[src/rtl/sirq_pkg.sv]
package sirq_pkg;

    typedef struct packed {
        logic hpend;
        logic vpend;
        logic vblank;
        logic req4;
        logic req6;
    } irq_state_t;

    localparam logic [2:0] LVL_NONE = 3'd0;
    localparam logic [2:0] LVL_LINE = 3'd4;
    localparam logic [2:0] LVL_VERT = 3'd6;

endpackage

[src/rtl/sirq_line_tracker.sv]
module sirq_line_tracker #(
    parameter int LINES_NTSC = 262,
    parameter int LINES_PAL  = 313,
    parameter int ACT_SHORT  = 224,
    parameter int ACT_TALL   = 240
) (
    input  logic clk,
    input  logic rst_n,
    input  logic frame_start,
    input  logic line_adv,
    input  logic pal_sel,
    input  logic tall_mode,
    output logic restart,
    output logic step_active,
    output logic step_vbl
);
    localparam int LMAX = (LINES_PAL > LINES_NTSC) ? LINES_PAL : LINES_NTSC;
    localparam int LW   = $clog2(LMAX + 1);

    typedef struct packed {
        logic [LW-1:0] line;
    } trk_state_t;

    trk_state_t st_d, st_q;
    logic [LW-1:0] act_lines;
    logic [LW-1:0] last_line;
    logic          adv;

    always_comb begin
        st_d      = st_q;
        act_lines = (pal_sel && tall_mode) ? LW'(ACT_TALL) : LW'(ACT_SHORT);
        last_line = pal_sel ? LW'(LINES_PAL - 1) : LW'(LINES_NTSC - 1);
        adv       = line_adv && !frame_start;
        restart     = frame_start || (adv && (st_q.line >= last_line));
        step_active = adv && (st_q.line < act_lines);
        step_vbl    = adv && (st_q.line == act_lines);
        if (restart) begin
            st_d.line = '0;
        end else if (adv) begin
            st_d.line = st_q.line + LW'(1);
        end
    end

    always_ff @(posedge clk or negedge rst_n) begin
        if (!rst_n) begin
            st_q <= '0;
        end else begin
            st_q <= st_d;
        end
    end
endmodule

[src/rtl/sirq_line_counter.sv]
module sirq_line_counter #(
    parameter int HW = 8
) (
    input  logic          clk,
    input  logic          rst_n,
    input  logic          restart,
    input  logic          step,
    input  logic [HW-1:0] reload,
    output logic          expire
);
    typedef struct packed {
        logic [HW-1:0] cnt;
    } cnt_state_t;

    cnt_state_t st_d, st_q;

    always_comb begin
        st_d   = st_q;
        expire = step && !restart && (st_q.cnt == '0);
        if (restart) begin
            st_d.cnt = reload;
        end else if (step) begin
            st_d.cnt = (st_q.cnt == '0) ? reload : st_q.cnt - HW'(1);
        end
    end

    always_ff @(posedge clk or negedge rst_n) begin
        if (!rst_n) begin
            st_q <= '0;
        end else begin
            st_q <= st_d;
        end
    end
endmodule

[src/rtl/sirq_lag_timer.sv]
module sirq_lag_timer #(
    parameter int VLAG = 68
) (
    input  logic clk,
    input  logic rst_n,
    input  logic start,
    input  logic cancel,
    output logic fire
);
    localparam int LAGW = $clog2(VLAG + 1);

    typedef struct packed {
        logic            run;
        logic [LAGW-1:0] cnt;
    } lag_state_t;

    lag_state_t st_d, st_q;

    always_comb begin
        st_d = st_q;
        fire = st_q.run && (st_q.cnt == LAGW'(1)) && !cancel;
        if (cancel) begin
            st_d.run = 1'b0;
            st_d.cnt = '0;
        end else if (start) begin
            st_d.run = 1'b1;
            st_d.cnt = LAGW'(VLAG);
        end else if (st_q.run) begin
            st_d.cnt = st_q.cnt - LAGW'(1);
            if (st_q.cnt == LAGW'(1)) begin
                st_d.run = 1'b0;
            end
        end
    end

    always_ff @(posedge clk or negedge rst_n) begin
        if (!rst_n) begin
            st_q <= '0;
        end else begin
            st_q <= st_d;
        end
    end
endmodule

[src/rtl/scanline_irq_gen.sv]
module scanline_irq_gen
    import sirq_pkg::*;
#(
    parameter int HW         = 8,
    parameter int LINES_NTSC = 262,
    parameter int LINES_PAL  = 313,
    parameter int ACT_SHORT  = 224,
    parameter int ACT_TALL   = 240,
    parameter int VLAG       = 68
) (
    input  logic          clk,
    input  logic          rst_n,
    input  logic          frame_start,
    input  logic          line_adv,
    input  logic          pal_sel,
    input  logic          tall_mode,
    input  logic [HW-1:0] hint_reload,
    input  logic          hint_en,
    input  logic          vint_en,
    input  logic          ack_h,
    input  logic          ack_v,
    output logic          hint_pend,
    output logic          vint_pend,
    output logic          vblank,
    output logic          irq_req4,
    output logic          irq_req6,
    output logic [2:0]    irq_level
);
    irq_state_t st_d, st_q;
    logic restart, step_active, step_vbl, h_expire, lag_fire;

    sirq_line_tracker #(
        .LINES_NTSC(LINES_NTSC), .LINES_PAL(LINES_PAL),
        .ACT_SHORT(ACT_SHORT),   .ACT_TALL(ACT_TALL)
    ) u_track (
        .clk(clk), .rst_n(rst_n), .frame_start(frame_start), .line_adv(line_adv),
        .pal_sel(pal_sel), .tall_mode(tall_mode), .restart(restart),
        .step_active(step_active), .step_vbl(step_vbl)
    );

    sirq_line_counter #(.HW(HW)) u_hcnt (
        .clk(clk), .rst_n(rst_n), .restart(restart),
        .step(step_active || step_vbl), .reload(hint_reload), .expire(h_expire)
    );

    sirq_lag_timer #(.VLAG(VLAG)) u_lag (
        .clk(clk), .rst_n(rst_n), .start(step_vbl), .cancel(restart), .fire(lag_fire)
    );

    always_comb begin
        st_d = st_q;
        if (ack_h) begin
            st_d.hpend = 1'b0;
            st_d.req4  = 1'b0;
        end
        if (h_expire) begin
            st_d.hpend = 1'b1;
            if (hint_en) st_d.req4 = 1'b1;
        end
        if (ack_v) begin
            st_d.vpend = 1'b0;
            st_d.req6  = 1'b0;
        end
        if (lag_fire && vint_en) st_d.req6 = 1'b1;
        if (restart) begin
            st_d.vblank = 1'b0;
            st_d.vpend  = 1'b0;
        end else if (step_vbl) begin
            st_d.vblank = 1'b1;
            st_d.vpend  = 1'b1;
        end
    end

    always_ff @(posedge clk or negedge rst_n) begin
        if (!rst_n) begin
            st_q <= '0;
        end else begin
            st_q <= st_d;
        end
    end

    assign hint_pend = st_q.hpend;
    assign vint_pend = st_q.vpend;
    assign vblank    = st_q.vblank;
    assign irq_req4  = st_q.req4;
    assign irq_req6  = st_q.req6;
    assign irq_level = st_q.req6 ? LVL_VERT : (st_q.req4 ? LVL_LINE : LVL_NONE);
endmodule

[config.mk]
export PLATFORM = sky130hd
export DESIGN_NAME = scanline_irq_gen
export DESIGN_NICKNAME = d
export VERILOG_FILES = /design/src/rtl/sirq_pkg.sv /design/src/rtl/sirq_line_tracker.sv /design/src/rtl/sirq_line_counter.sv /design/src/rtl/sirq_lag_timer.sv /design/src/rtl/scanline_irq_gen.sv
export SDC_FILE = /design/constraint.sdc
export NUM_CORES = 1
export LEC_CHECK = 0
export CAP_MARGIN = 25
export CORE_MARGIN = 5
export CORE_UTILIZATION = 33
export DETAILED_ROUTE_END_ITERATION = 7
export PLACE_DENSITY = 0.64
export SKIP_CTS_REPAIR_TIMING = 1
export SYNTH_ARGS = -nofsm -noshare
export SYNTH_HDL_FRONTEND = slang
export SYNTH_SLANG_ARGS = --single-unit
[constraint.sdc]
create_clock -name clk -period 3.9 [get_ports clk]
set_clock_uncertainty 0.2 [all_clocks]
set_input_delay 0.39 -clock clk [delete_from_list [all_inputs] [get_ports clk]]
set_output_delay 0.39 -clock clk [all_outputs]
set_load 0.05 [all_outputs]
* Word-level counts from Yosys, hierarchy flattened
Index checks and enable logic that the tools add are counted.
** Operators by class
- $lt $le $gt $ge :: 2
- Add/subtract/negate cells :: 3
- Multiplexer cells :: 22
- Eq/ne operators :: 2
- Reductions and logical operators :: 22
** Operators with widths (count)
- two-way mux 8 bit :: 6
- two-way mux 9 bit :: 2
- logical AND 1 bit :: 10
- nonzero test 2 bit :: 5
- adder 9 x 1 -> 9 bit (second input constant) :: 1
- equality test 9 bit :: 1
- greater-or-equal comparator 9 bit :: 1
- less-than comparator 9 bit :: 1
- zero test 8 bit :: 1
- two-way mux 1 bit :: 8
- subtractor 8 x 1 -> 8 bit (second input constant) :: 1
- equality test 7 x 1 -> 1 bit (second input constant) :: 1
- subtractor 7 x 1 -> 7 bit (second input constant) :: 1
- two-way mux 3 bit :: 2
- two-way mux 6 bit :: 1
- nonzero test 3 bit :: 2
- two-way mux 5 bit :: 1
- two-way mux 2 bit :: 2
- zero test 1 bit :: 2
- logical OR 1 bit :: 2
** Storage, ports and cells
- Output and inout port bits :: 8
- Register bits :: 30
- Input bits :: 18

* Depth between registers and ports, before layout
- Depth in word-level cells :: 8
- Mapped depth :: 8
- Mapped depth without buffers :: 7

* Cells and area by module
Synthesis repeated with hierarchy kept, for this count alone.
** Second synthesis, totals
- Cells, all modules :: 192
- Area total of the unflattened synthesis :: 1880.6 um^2
** By module, submodules not included
- sirq_line_tracker :: area each 678.2 um^2, times used 1, cells an instance 66
- sirq_line_counter :: area each 544.3 um^2, times used 1, cells an instance 60
- sirq_lag_timer :: area each 434.2 um^2, times used 1, cells an instance 45
- scanline_irq_gen :: area each 224.0 um^2, times used 1, cells an instance 21

* Least setup slack after synthesis
No wires, ideal clock.
- Kind :: input to register
- Start point :: input pal_sel
- End point :: register u_hcnt.st_q[0] (netlist name)
- Stages :: 6
- Data required time :: 3.574 ns
- Slack :: 1.828 ns
- Buffers on the path :: 0
- Arrival time :: 1.746 ns
- Cells stage by stage :: and2_1 ha_1 and4bb_4 o31ai_4 a211oi_1 a221o_1
** On the way
- Cells in the longest elaborated chain, start to end :: 6
- Elaborated cells on any way between the ends :: 13
** RTL lines
- from (decl) :: RTL line scanline_irq_gen.sv:15 : input logic pal_sel,
- logical AND 1 bit :: RTL line sirq_line_tracker.sv:31 : act_lines = (pal_sel && tall_mode) ? LW'(ACT_TALL) : LW'(ACT_SHORT);
- two-way mux 5 bit :: RTL line sirq_line_tracker.sv:31
- less-than comparator 9 bit or equality test 9 bit (tied branches) :: RTL line sirq_line_tracker.sv:35, sirq_line_tracker.sv:36
- logical AND 1 bit (on tied branches) :: RTL line sirq_line_tracker.sv:35, sirq_line_tracker.sv:36
- logical OR 1 bit :: RTL line scanline_irq_gen.sv:43 : .step(step_active || step_vbl), .reload(hint_reload), .expire(h_expire)
- nonzero test 2 bit (no line)
- to (signal assigned) :: RTL line sirq_line_counter.sv:31 : st_q <= st_d;
- to (decl) :: RTL line sirq_line_counter.sv:15 : cnt_state_t st_d, st_q;
Parallel ways exist; a longest one is shown, timed or not.
A chain may end at the register's enable or synchronous reset.

* Worst setup path after layout
- Start point :: input pal_sel
- End point :: register st_q (netlist bit irq_req6)
** On the way
- Cells in the longest elaborated chain, start to end :: 8
- Elaborated cells on any way between the ends :: 9
** RTL lines
- two-way mux 6 bit * :: RTL line sirq_line_tracker.sv:32 : last_line = pal_sel ? LW'(LINES_PAL - 1) : LW'(LINES_NTSC - 1);
- greater-or-equal comparator 9 bit * :: RTL line sirq_line_tracker.sv:34 : restart = frame_start || (adv && (st_q.line >= last_line));
- logical AND 1 bit * :: RTL line sirq_line_tracker.sv:34
- logical OR 1 bit * :: RTL line sirq_line_tracker.sv:34
- zero test 1 bit * :: RTL line sirq_lag_timer.sv:21 : fire = st_q.run && (st_q.cnt == LAGW'(1)) && !cancel;
- logical AND 1 bit * :: RTL line sirq_lag_timer.sv:21
- logical AND 1 bit * :: RTL line scanline_irq_gen.sv:64 : if (lag_fire && vint_en) st_d.req6 = 1'b1;
- two-way mux 1 bit or nonzero test 2 bit (tied branches)
- to (signal assigned) :: RTL line scanline_irq_gen.sv:78 : st_q <= st_d;
- to (decl) :: RTL line scanline_irq_gen.sv:29 : irq_state_t st_d, st_q;
Mark *: on every way between the ends. The rest lies on a longest branch, timed or not.

==> results.tsv <==
metric	value	unit
layout cell share with drive strength beyond 1	8.696	%
die area	7068	sq um
clk buf depth	2	
max-slew violation count	0	
Rows	27	
Tcrit/Tclk final	64.82	%
Initial DRT Pass Iterations	4	
Die Y	84.07	microns
hold_ws	0.2966	ns
initial DRC count	44	
Fmax	0.3956	GHz
clock period minus worst slack	2.528	ns
Seq/Total Area, Yosys	41.47	%
CTS clock-pin slew for the worst setup and hold paths	0.07	ns
Area growth, synth to finish	21.98	%
I/O Buffers	24	
All-Layer GR Usage	10.83	%
DR DRC count	0	
Fillers	520	
Max VDD drop	0.1254	mV
worst hold path class	in2async	
via count	1333	
Slew @ Worst Pin	0.5027	ns
PD cells	331.3	nW/um^2
largest net degree at the start of global routing	31	
Setup crit end kind	flop	
Max FO, Critical Path	12	
Setup crit start kind	input pin	
TritonCTS Buffers	5	
Worst EP arrival	2.50	ns
Detailed Route WL	3.526	mm
clk sinks	30	
area of the multi-input gates	954.7	sq um
Mean Syn Cell Area	10.00	sq um
Starting Density	33.50	%
status	finished, final reports clean	
Netlist cell types	44	
headroom to the max-slew limit	66.38	%
top cells by area, synth	dfrtp_1 (41%), ha_1 (8.3%), nor2_1 (3.9%), xnor2_1 (3.9%), o2bb2ai_1 (3.4%)	
final-report hold violation count	0	
die span in x	84.07	microns
Sequential Area	750.7	sq um
Yosys top cell by area	dfrtp_1	
Max Cap Viol	0	
critical path required time	3.87	ns
clock latency on the worst-skew pair	0.29	ns
hpwl dp	2.666	mm
grt total ovfl	0	
RSZ-0062 raised after global routing	false	
vias in the first global route	1385	
Ports	26	
final net count	236	
post-synthesis register bit count	30	
post-synth top area share	41.47	%
Synth Instances	181	
root buf cell	clkbuf_8	
setup TNS	0	ns
Vias/cell	4.778	
Leakage	0.9055	nW
YS warnings	0	
Setup Viol. Count Final	0	
CTS tree	done	
antenna violations before repair	0	
DR WL/cell	12.64	microns
syn_nets	211	
ant diodes	0	
core area	5405	sq um
CP Class	in2reg	
routability cong.	0.7916	
Mapped Area	1810	sq um
H-Tree Depth	2	
first-pass GRT wire length	6.216	mm
Final ANT Viol Nets	0	
Final Core Density	40.86	%
## worst max-delay path, stage by stage
cell and delay [ns]:
clkdlybuf4s50_1 0.50, inv_1 0.10, ha_1 0.29, nor4b_1 0.30, o211ai_1 0.15, a41o_1 0.39, o41ai_1 0.39
## routing by layer
layer	share of wire, %	track usage [%]	wire [microns]
met1	46	12.42	1625
met2	48	17.93	1683
met3	4.4	4.245	155
met4	1.7	4.386	61
met5	0	0	0
## report_power, final
| part | switching [mW] | internal, mW | total [mW] |
|---|---|---|---|
| Clock | 0.116 | 0.188 | 0.304 |
| Combinational | 0.0466 | 0.0453 | 0.0919 |
| Sequential | 0.0142 | 0.322 | 0.336 |
## sequential cells by signal, indices dropped and copies added, names as in the netlist
signal and cells:
irq_req6 1, vint_pend 1, u_hcnt.st_q 8, u_track.st_q 9
u_lag.st_q 8, vblank 1, irq_req4 1, hint_pend 1
## cells in the mapped netlist (all sizes together)
library cell,number
a41o,1
nand3,6
a21oi,10
a211oi,2
mux2i,4
nand2b,7
a221o,1
o41ai,1
or4,2
nand2,10
nor2,19
xnor2,8
nor3,6
o2bb2ai,7
o2111ai,2
nand4,1
and3,1
nor4b,3
nand4b,1
dfrtp,30
o211ai,2
nor3b,1
nor4,3
nor2b,1
clkbuf,1
or2,2
conb,1
buf,7
o31a,2
o31ai,1
xor2,5
o21ai,5
inv,13
and3b,1
and2,1
and4bb,1
ha,12
## layout make-up
class / count / share of cell area, %
Clock inverter: 3 / 1.813
Sequential cell: 30 / 33.99
Clock buffer: 5 / 3.116
Inverter: 13 / 2.210
Multi-Input combinational cell: 130 / 43.23
Tap cell: 72 / 4.079
Timing Repair Buffer: 26 / 11.56
## cell usage in the layout, fill, tap and decap left out, types with 6 or more instances in the layout
cell type and count:
nand2_1 10, inv_1 13, xnor2_1 8, ha_1 12
clkdlybuf4s50_1 24, o2bb2ai_1 7, nor3_1 6, nor2_1 19
nand2b_1 7, dfrtp_1 30, a21oi_1 10
## metrics by stage
step	area (sq um)	cells	setup slack [ns]	power, mW
2_1_floorplan	1810	181	1.828	0.3969
3_3_place_gp	2100	271	1.108	0.4326
3_5_place_dp	2100	271	1.015	0.4345
4_1_cts	2208	279	1.333	0.7435
5_1_grt	2208	279	1.247	0.7685
6_report	2208	279	1.372	0.7316
## path summary, 6_finish.rpt
path	from	cells after the start	slack, ns	end
worst max-delay path	pal_sel	7	1.37	irq_req6
worst min register to register	vblank	2	0.32	vblank
max in group asynchronous	rst_n	2	2.91	u_lag.st_q[4]
min in group clk	vblank	2	0.32	vblank
worst min-delay path	rst_n	2	0.30	u_hcnt.st_q[2]
worst max register to register	u_track.st_q[0]	6	1.62	irq_req6
## cell families after synthesis
family / synth area share, %
multiplexers: 2.212
flip-flops: 41.47
adder cells (fa/ha/maj): 8.293
XOR/XNOR: 6.289
other: 0.2071
buffers and inverters: 5.805
AND/OR/NAND/NOR: 21.84
AO/OA/AOI/OAI: 13.89
No activity file was read; power rests on OpenSTA's default activity.
